## src/rtl/codec_frame_master.sv

```systemverilog
module codec_frame_master #(
  parameter int SUB_BITS = 64,
  parameter int DIV_W    = 8
) (
  input  logic                clk,
  input  logic                rst_n,
  input  logic                reg_wr,
  input  logic [2:0]          reg_addr,
  input  logic [SUB_BITS-1:0] reg_wdata,
  output logic [SUB_BITS-1:0] reg_rdata,
  output logic                ser_clk,
  output logic                ser_sync,
  output logic                ser_dout,
  input  logic                ser_din
);
  localparam int FRAME = 2 * SUB_BITS;
  localparam int BW    = $clog2(FRAME);
  localparam logic [BW-1:0] END0  = BW'(SUB_BITS - 1);
  localparam logic [BW-1:0] START1 = BW'(SUB_BITS);
  localparam logic [BW-1:0] END1  = BW'(FRAME - 1);
  localparam logic [BW-1:0] PRE   = BW'(FRAME - 2);

  logic [DIV_W-1:0]    div_reg, div_act, cnt;
  logic                run, sclk_q, sync_q, dout_q, primed;
  logic [SUB_BITS-1:0] tx0, tx1, rx0, rx1, txsh, rxsh;
  logic [1:0]          done;
  logic [BW-1:0]       bitc;

  wire ctrl_wr = reg_wr && reg_addr == 3'd0;
  wire stat_wr = reg_wr && reg_addr == 3'd1;
  wire tick    = run && cnt == div_act;
  wire rise    = tick && !sclk_q;
  wire [BW-1:0] nxt = (bitc == END1) ? '0 : bitc + 1'b1;
  wire load    = nxt == '0 || nxt == START1;
  wire [SUB_BITS-1:0] txsel = (nxt == '0) ? tx0 : tx1;
  wire [SUB_BITS-1:0] cap   = {rxsh[SUB_BITS-2:0], ser_din};
  wire end0 = rise && primed && bitc == END0;
  wire end1 = rise && primed && bitc == END1;
  wire [1:0] clr = stat_wr ? reg_wdata[1:0] : 2'b00;

  assign ser_clk  = sclk_q;
  assign ser_sync = sync_q;
  assign ser_dout = dout_q;

  always_comb begin
    case (reg_addr)
      3'd0:    reg_rdata = SUB_BITS'({run, div_reg});
      3'd1:    reg_rdata = SUB_BITS'(done);
      3'd2:    reg_rdata = tx0;
      3'd3:    reg_rdata = tx1;
      3'd4:    reg_rdata = rx0;
      3'd5:    reg_rdata = rx1;
      default: reg_rdata = '0;
    endcase
  end

  always_ff @(posedge clk or negedge rst_n) begin
    if (!rst_n) begin
      div_reg <= '0;
      run     <= 1'b0;
      tx0     <= '0;
      tx1     <= '0;
      done    <= 2'b00;
    end else begin
      if (ctrl_wr) begin
        div_reg <= reg_wdata[DIV_W-1:0];
        run     <= reg_wdata[DIV_W];
      end
      if (reg_wr && reg_addr == 3'd2) tx0 <= reg_wdata;
      if (reg_wr && reg_addr == 3'd3) tx1 <= reg_wdata;
      done <= (done & ~clr) | {end1, end0};
    end
  end

  always_ff @(posedge clk or negedge rst_n) begin
    if (!rst_n) begin
      div_act <= '0;
      cnt     <= '0;
      sclk_q  <= 1'b0;
      sync_q  <= 1'b0;
      dout_q  <= 1'b0;
      bitc    <= PRE;
      primed  <= 1'b0;
      txsh    <= '0;
      rxsh    <= '0;
      rx0     <= '0;
      rx1     <= '0;
    end else if (!run) begin
      cnt     <= '0;
      sclk_q  <= 1'b0;
      sync_q  <= 1'b0;
      dout_q  <= 1'b0;
      bitc    <= PRE;
      primed  <= 1'b0;
      div_act <= ctrl_wr ? reg_wdata[DIV_W-1:0] : div_reg;
    end else begin
      if (tick) begin
        cnt    <= '0;
        sclk_q <= ~sclk_q;
      end else begin
        cnt <= cnt + 1'b1;
      end
      if (rise) begin
        bitc   <= nxt;
        sync_q <= nxt == END1;
        if (primed) rxsh <= cap;
        if (end0) rx0 <= cap;
        if (end1) rx1 <= cap;
        if (load) begin
          dout_q <= txsel[SUB_BITS-1];
          txsh   <= {txsel[SUB_BITS-2:0], 1'b0};
        end else begin
          dout_q <= txsh[SUB_BITS-1];
          txsh   <= {txsh[SUB_BITS-2:0], 1'b0};
        end
        if (nxt == '0) begin
          primed  <= 1'b1;
          div_act <= div_reg;
        end
      end
    end
  end


  sclk_toggle_chk: assert property (@(posedge clk) disable iff (!rst_n)
    (run && !$stable(sclk_q)) |-> $past(run && cnt == div_act));


  sync_width_chk: assert property (@(posedge clk) disable iff (!rst_n)
    (rise && sync_q) |=> !sync_q);


  dout_edge_chk: assert property (@(posedge clk) disable iff (!rst_n)
    !$stable(dout_q) |-> ($past(rise) || $past(!run)));


  done0_set_chk: assert property (@(posedge clk) disable iff (!rst_n)
    $rose(done[0]) |-> $past(rise && primed && bitc == END0));


  done1_set_chk: assert property (@(posedge clk) disable iff (!rst_n)
    $rose(done[1]) |-> $past(rise && primed && bitc == END1));


  div_boundary_chk: assert property (@(posedge clk) disable iff (!rst_n)
    (run && $past(run) && !$stable(div_act)) |-> $past(rise && bitc == END1));


  idle_low_chk: assert property (@(posedge clk) disable iff (!rst_n)
    !run |=> (!sclk_q && !sync_q && !dout_q));
endmodule

```

## config.mk

```make
export PLATFORM = sky130hd
export DESIGN_NAME = codec_frame_master
export DESIGN_NICKNAME = d
export VERILOG_FILES = /design/src/rtl/codec_frame_master.sv
export SDC_FILE = /design/constraint.sdc
export NUM_CORES = 1
export LEC_CHECK = 0
export ABC_AREA = 1
export ABC_CLOCK_PERIOD_IN_PS = 4750
export BUFFER_PORTS_ARGS = -buffer_cell sky130_fd_sc_hd__buf_2
export CORE_UTILIZATION = 25
export CTS_BUF_LIST = sky130_fd_sc_hd__clkbuf_4 sky130_fd_sc_hd__clkbuf_8
export DETAILED_ROUTE_END_ITERATION = 7
export PLACE_DENSITY = 0.41
export SYNTH_ARGS = -nofsm -noshare
export SYNTH_HDL_FRONTEND = slang
export SYNTH_SLANG_ARGS = --single-unit
export TNS_END_PERCENT = 5
```

## constraint.sdc

```tcl
create_clock -name clk -period 4.75 [get_ports clk]
set_input_delay 0 -clock clk [delete_from_list [all_inputs] [get_ports clk]]
set_output_delay 0 -clock clk [all_outputs]
set_load 0.01 [all_outputs]
```

# --- After elaboration in Yosys (flattened, before gate mapping) ---
# Index checks and enable logic that the tools add are counted.
op_classes:
  reduce_logical: 18
  add_sub_neg: 2
  n_eq_ne: 13
  muxes: 23
  n_bitwise: 4
ops:
  columns: ["op", "count"]
  rows:
  - ["$pmux 64 s6", 1]
  - ["$mux 64", 2]
  - ["$mux 8", 6]
  - ["$eq 7x7->1 const B", 3]
  - ["$mux 7", 3]
  - ["$mux 1", 10]
  - ["$logic_and 1x1->1", 9]
  - ["$reduce_and 3->1", 3]
  - ["$add 8x1->8 const B", 1]
  - ["$eq 8x8->1", 1]
  - ["$add 7x1->7 const B", 1]
  - ["$eq 7x6->1 const B", 1]
  - ["$logic_not 7->1", 1]
  - ["$eq 3x2->1 const B", 2]
  - ["$eq 3x3->1 const B", 2]
  - ["$ne 2x1->1 const B", 3]
  - ["$reduce_and 2->1", 2]
  - ["$eq 3x1->1 const B", 1]
  - ["$logic_not 3->1", 1]
  - ["$and 2x2->2", 1]
  - ["$mux 2", 1]
  - ["$not 2->2", 1]
  - ["$or 2x2->2", 1]
  - ["$logic_not 1->1", 1]
  - ["other kinds (2)", 2]
totals:
  wordCells: 76
  ff_bits: 421

# --- Logic depth before layout (Yosys ltp) ---
logic_depth:
  word_depth: 7
  mapped_depth: 13
  depth_no_buf: 12

# --- Least setup slack after synthesis ---
# OpenSTA, ideal clock, no wires.
synth_path:
  path_type: "reg2reg"
  startpoint: "register bitc[1]"
  endpoint: "register txsh[10]"
  setup_slack_ns: 2.891
  path_buffers: 2
  stages_incl_launch_ff: 13
  period_less_slack_ns: 1.859
  t_arrival_ns: 1.741
  path_cell_list: "dfstp_2 > ha_1 > nand3_1 > nor2_1 > inv_1 > nand2_1 > buf_4 > buf_4 > nand2_1 > o21ai_0 > nand2_1 > nand3_1 > nand2_1"
synth_via:
  elab_chain_cells: 5
synth_lines:
  columns: ["item", "line_no", "text"]
  rows:
  - ["start: declaration", "27", "logic [BW-1:0] bitc;"]
  - ["start signal: assignment", "104", "bitc <= nxt;"]
  - ["$add 7x1->7 / $eq 7x7->1 (equally long branches)", "33", "wire [BW-1:0] nxt = (bitc == END1) ? '0 : bitc + 1'b1;"]
  - ["$mux 7 (*)", "33", null]
  - ["$logic_not 7->1 / $eq 7x7->1 (equally long branches)", "34, 35", null]
  - ["$mux 64 / $logic_or 1x1->1 (equally long branches)", "35, 34", null]
  - ["$mux 64 (*)", "109", "if (load) begin"]
  - ["end signal: assignment", "111", "txsh <= {txsel[SUB_BITS-2:0], 1'b0};"]
  - ["end signal: assignment", "114", "txsh <= {txsh[SUB_BITS-2:0], 1'b0};"]
  - ["end: declaration", "25", "logic [SUB_BITS-1:0] tx0, tx1, rx0, rx1, txsh, rxsh;"]
# Every way passes the cells marked *; elsewhere a longest branch is shown, timed or not.
# A chain may end at the register's enable or synchronous reset.

# --- Worst setup path after layout ---
layout_path:
  startpoint: "input reg_addr[1]"
  endpoint: "output reg_rdata[3]"
layout_via:
  elab_chain_cells: 2
layout_lines:
  columns: ["item", "line_no", "text"]
  rows:
  - ["start: declaration", "8", "input logic [2:0] reg_addr,"]
  - ["$eq 3x3->1 (tied with other cells)", "46", "case (reg_addr)"]
  - ["$pmux 64 s6 (*)", "46", null]
  - ["end: declaration", "10", "output logic [SUB_BITS-1:0] reg_rdata,"]
# Marks and branches as above.

==> results by group <==
Finish
  – Layout Nets: 2934
  – Most frequent cells in the layout: nand2_1 (800), inv_1 (489), dfrtp_1 (414)
  – Commonest non-fill, non-tap cell in the layout: nand2_1
  – Layout cell share with drive strength beyond 1: 11.56%
  – Area grow syn2layout: 20.92%

Synthesis
  – EDFF count, synth: 0
  – Top post-synthesis cells by area: dfrtp_1 (51%), nand2_1 (15%), inv_1 (9.1%), o21ai_0 (6.9%), nor2_1 (5.3%)
  – Netlist cell types: 29
  – Synthesized area: 20200 um2
  – Area leader, netlist: dfrtp_1
  – Ys async rst share: 100.0%
  – Mapped Cells: 2677
  – Top_reg_cell synth: dfrtp_1
  – Synth Area per Inst: 7.546 um2
  – Yosys top cell area share: 51.29%
  – Syn_nets: 2751
  – Ys Warns: 0
  – #FFs+latches synth: 420
  – Sequential share of the synthesized area: 52.07%

Clock network
  – CTS tree: built
  – Clock latency on the worst-skew pair: 0.67 ns
  – Num CTS Buffers: 83
  – CTS Buffer Depth: 3
  – Clock Sinks: 420
  – Postcts setup bufs: 0
  – Root buf cell: clkbuf_8
  – H-tree depth: 3
  – Clk slew on worst S/H paths: 0.06 ns

STA
  – Setup violators final: 0
  – RSZ-0062 raised after global routing: no
  – Min cycle time layout: 3.065 ns
  – Setup TNS: 0 ns
  – Final Skew: 0.02294 ns
  – Slew headroom: 15.53%
  – Final Hold Violating Endpoints: 0
  – Fin crit share: 64.52%
  – Final number of max-transition violations: 0
  – Worst-Margin Slew: 1.267 ns
  – FMAX: 0.3263 GHz
  – WHS: 0.1265 ns

Critical path
  – Critical path endpoint category: output port
  – Crit path kind: input pin to output port
  – Worst Path Required: 4.75 ns
  – Crit path DAT: 3.06 ns
  – Buffer and inverter count on the worst path: 5
  – Worst Setup Start Kind: input pin
  – Crit-path max cell delay: 0.67 ns
  – Crit-path leading delay family: buffers and inverters
  – Critical Path Most Common Cell: buf_2
  – Critical path peak fanout: 36
  – Worst path cell trace: dlygate4sd3_1 -> buf_2 -> inv_1 -> nand3_4 -> buf_4 -> o22ai_1 -> a221oi_1 -> nand2_1 -> buf_2
  – Slowest-stage cell, CP: buf_4

Worst hold path
  – Worst hold path type: input pin to register

Global routing
  – Most Crowded Layer GR: met2
  – M3 GR Usage: 2.289%
  – First-pass GRT wire length: 100200 um
  – Global Route Usage Sum: 15.68%
  – Largest net degree at the start of global routing: 109
  – Vias in the first global route: 17210
  – Met1 Usage GRT: 21.13%
  – Antenna violations before repair: 1
  – Routing usage on met2: 25.74%
  – Grt total ovfl: 0

Routing
  – Iteration-0 DRC Markers: 1163
  – Average routed wire per standard cell: 15.97 um
  – Routed WL: 63510 um
  – DRC viols: 0
  – DR pass1 iterations: 5
  – ANT nets after route: 0
  – Vias/cell: 4.350
  – Vias post-DR: 17300

Pwr
  – Total power: 0.009179 W
  – Power per cell area: 375.8 nW/um2
  – Maximum VDD drop: 159.8 uV
  – Static Leakage: 13.56 nW

Floorplanning
  – Die height: 286.3 um
  – # rows: 103
  – # IOs: 138
  – Die footprint: 81940 um2
  – Die W: 286.3 um
  – Initial Util: 25.40%
  – Core Region: 79520 um2

Run
  – Max cap viols: 0

Outcome
  – Status: completed

Placement
  – IO Port Bufs: 137
  – Gpl congestion: 0.7717
  – Post-DP HPWL: 38660 um
[cell families after synthesis]
group | after synthesis | share of synthesized area, %
AOI/OAI and AO/OA | 419 | 12.30
xor gates and xnor gates | 3 | 0.1301
adders and majority gates | 3 | 0.1858
buffers and inverters | 640 | 12.32
DFF | 420 | 52.07
and+or+nand+nor | 1192 | 23.00
[metal layers]
| metal | up-vias | part of all wire, % |
|---|---|---|
| li1 | 8566 | - |
| met1 | 8304 | 47 |
| met2 | 350 | 47 |
| met3 | 75 | 3.6 |
| met4 | 0 | 2.1 |
| met5 | - | 0 |
[synthesized netlist by cell type (3+ instances only)]
| cell type | count |
|---|---|
| a22oi_1 | 55 |
| nand3_1 | 88 |
| inv_1 | 489 |
| nand2_1 | 804 |
| buf_1 | 4 |
| inv_2 | 6 |
| nand4_1 | 5 |
| o21ai_0 | 279 |
| nand2_2 | 4 |
| dfrtp_1 | 414 |
| ha_1 | 3 |
| nor3_1 | 3 |
| buf_2 | 51 |
| o22ai_1 | 9 |
| o21ai_1 | 8 |
| nor2_1 | 284 |
| nor2_4 | 3 |
| a21oi_1 | 4 |
| dfstp_2 | 6 |
| buf_4 | 6 |
| o221ai_1 | 56 |
| a221oi_1 | 6 |
| clkbuf_1 | 82 |
[area by class of cell]
type / count / area [um2]
multi-input cells: 1617 / 7243
flip-flops and latches: 420 / 10520
diodes: 2 / 5.005
well taps: 1050 / 1314
repair buffers: 241 / 1699
clock buffers: 137 / 1667
clock inverters: 12 / 115.1
inverters: 497 / 1866
fillers: 8545 / 55090
[worst reg2reg max path: cells and delay by family, from the launching register on]
kind,cells,cell delay (ns)
AND/OR/NAND/NOR,9,0.99
buffers and inverters,2,0.98
flip-flops,1,0.56
adder cells (fa/ha/maj),1,0.19
[metrics by stage]
step / worst slack (ns) / cells / utilization, % / area [um2]
3_3_place_gp: 1.950 / 3746 / 27.48 / 21850
6_report: 1.685 / 3976 / 30.72 / 24430
3_5_place_dp: 1.915 / 3746 / 27.48 / 21850
4_1_cts: 1.637 / 3974 / 30.71 / 24420
5_1_grt: 1.499 / 3976 / 30.72 / 24430
2_1_floorplan: 2.891 / 2677 / - / 20200
[power by group]
group	total, W	switching [W]	internal, W	leakage [nW]
logic	0.00118	0.000776	0.000404	6.99
clock network	0.00393	0.00166	0.00227	0.955
registers	0.00407	0.000214	0.00385	5.61
total	0.00918	0.00265	0.00653	13.6
[final timing paths]
check / startpoint / endpoint / slack [ns] / depth (start not counted)
worst max-delay path: reg_addr[1] / reg_rdata[3] / 1.69 / 9
worst min-delay path: reg_addr[0] / div_reg[4] / 0.13 / 6
worst max register to register: bitc[1] / txsh[26] / 1.92 / 12
worst min register to register: txsh[37] / txsh[37] / 0.48 / 2
max in group asynchronous: rst_n / rx0[45] / 2.85 / 4
min in group asynchronous: rst_n / rx0[20] / 0.53 / 3
[timing repair]
item | CTS | global route
setup endpoints to repair | 0 | 0
endpoints found under the hold margin | 243 | 0
gates resized for setup | 0 | 0
hold buffers | 79 | 0
No activity file was read; power rests on OpenSTA's default activity.
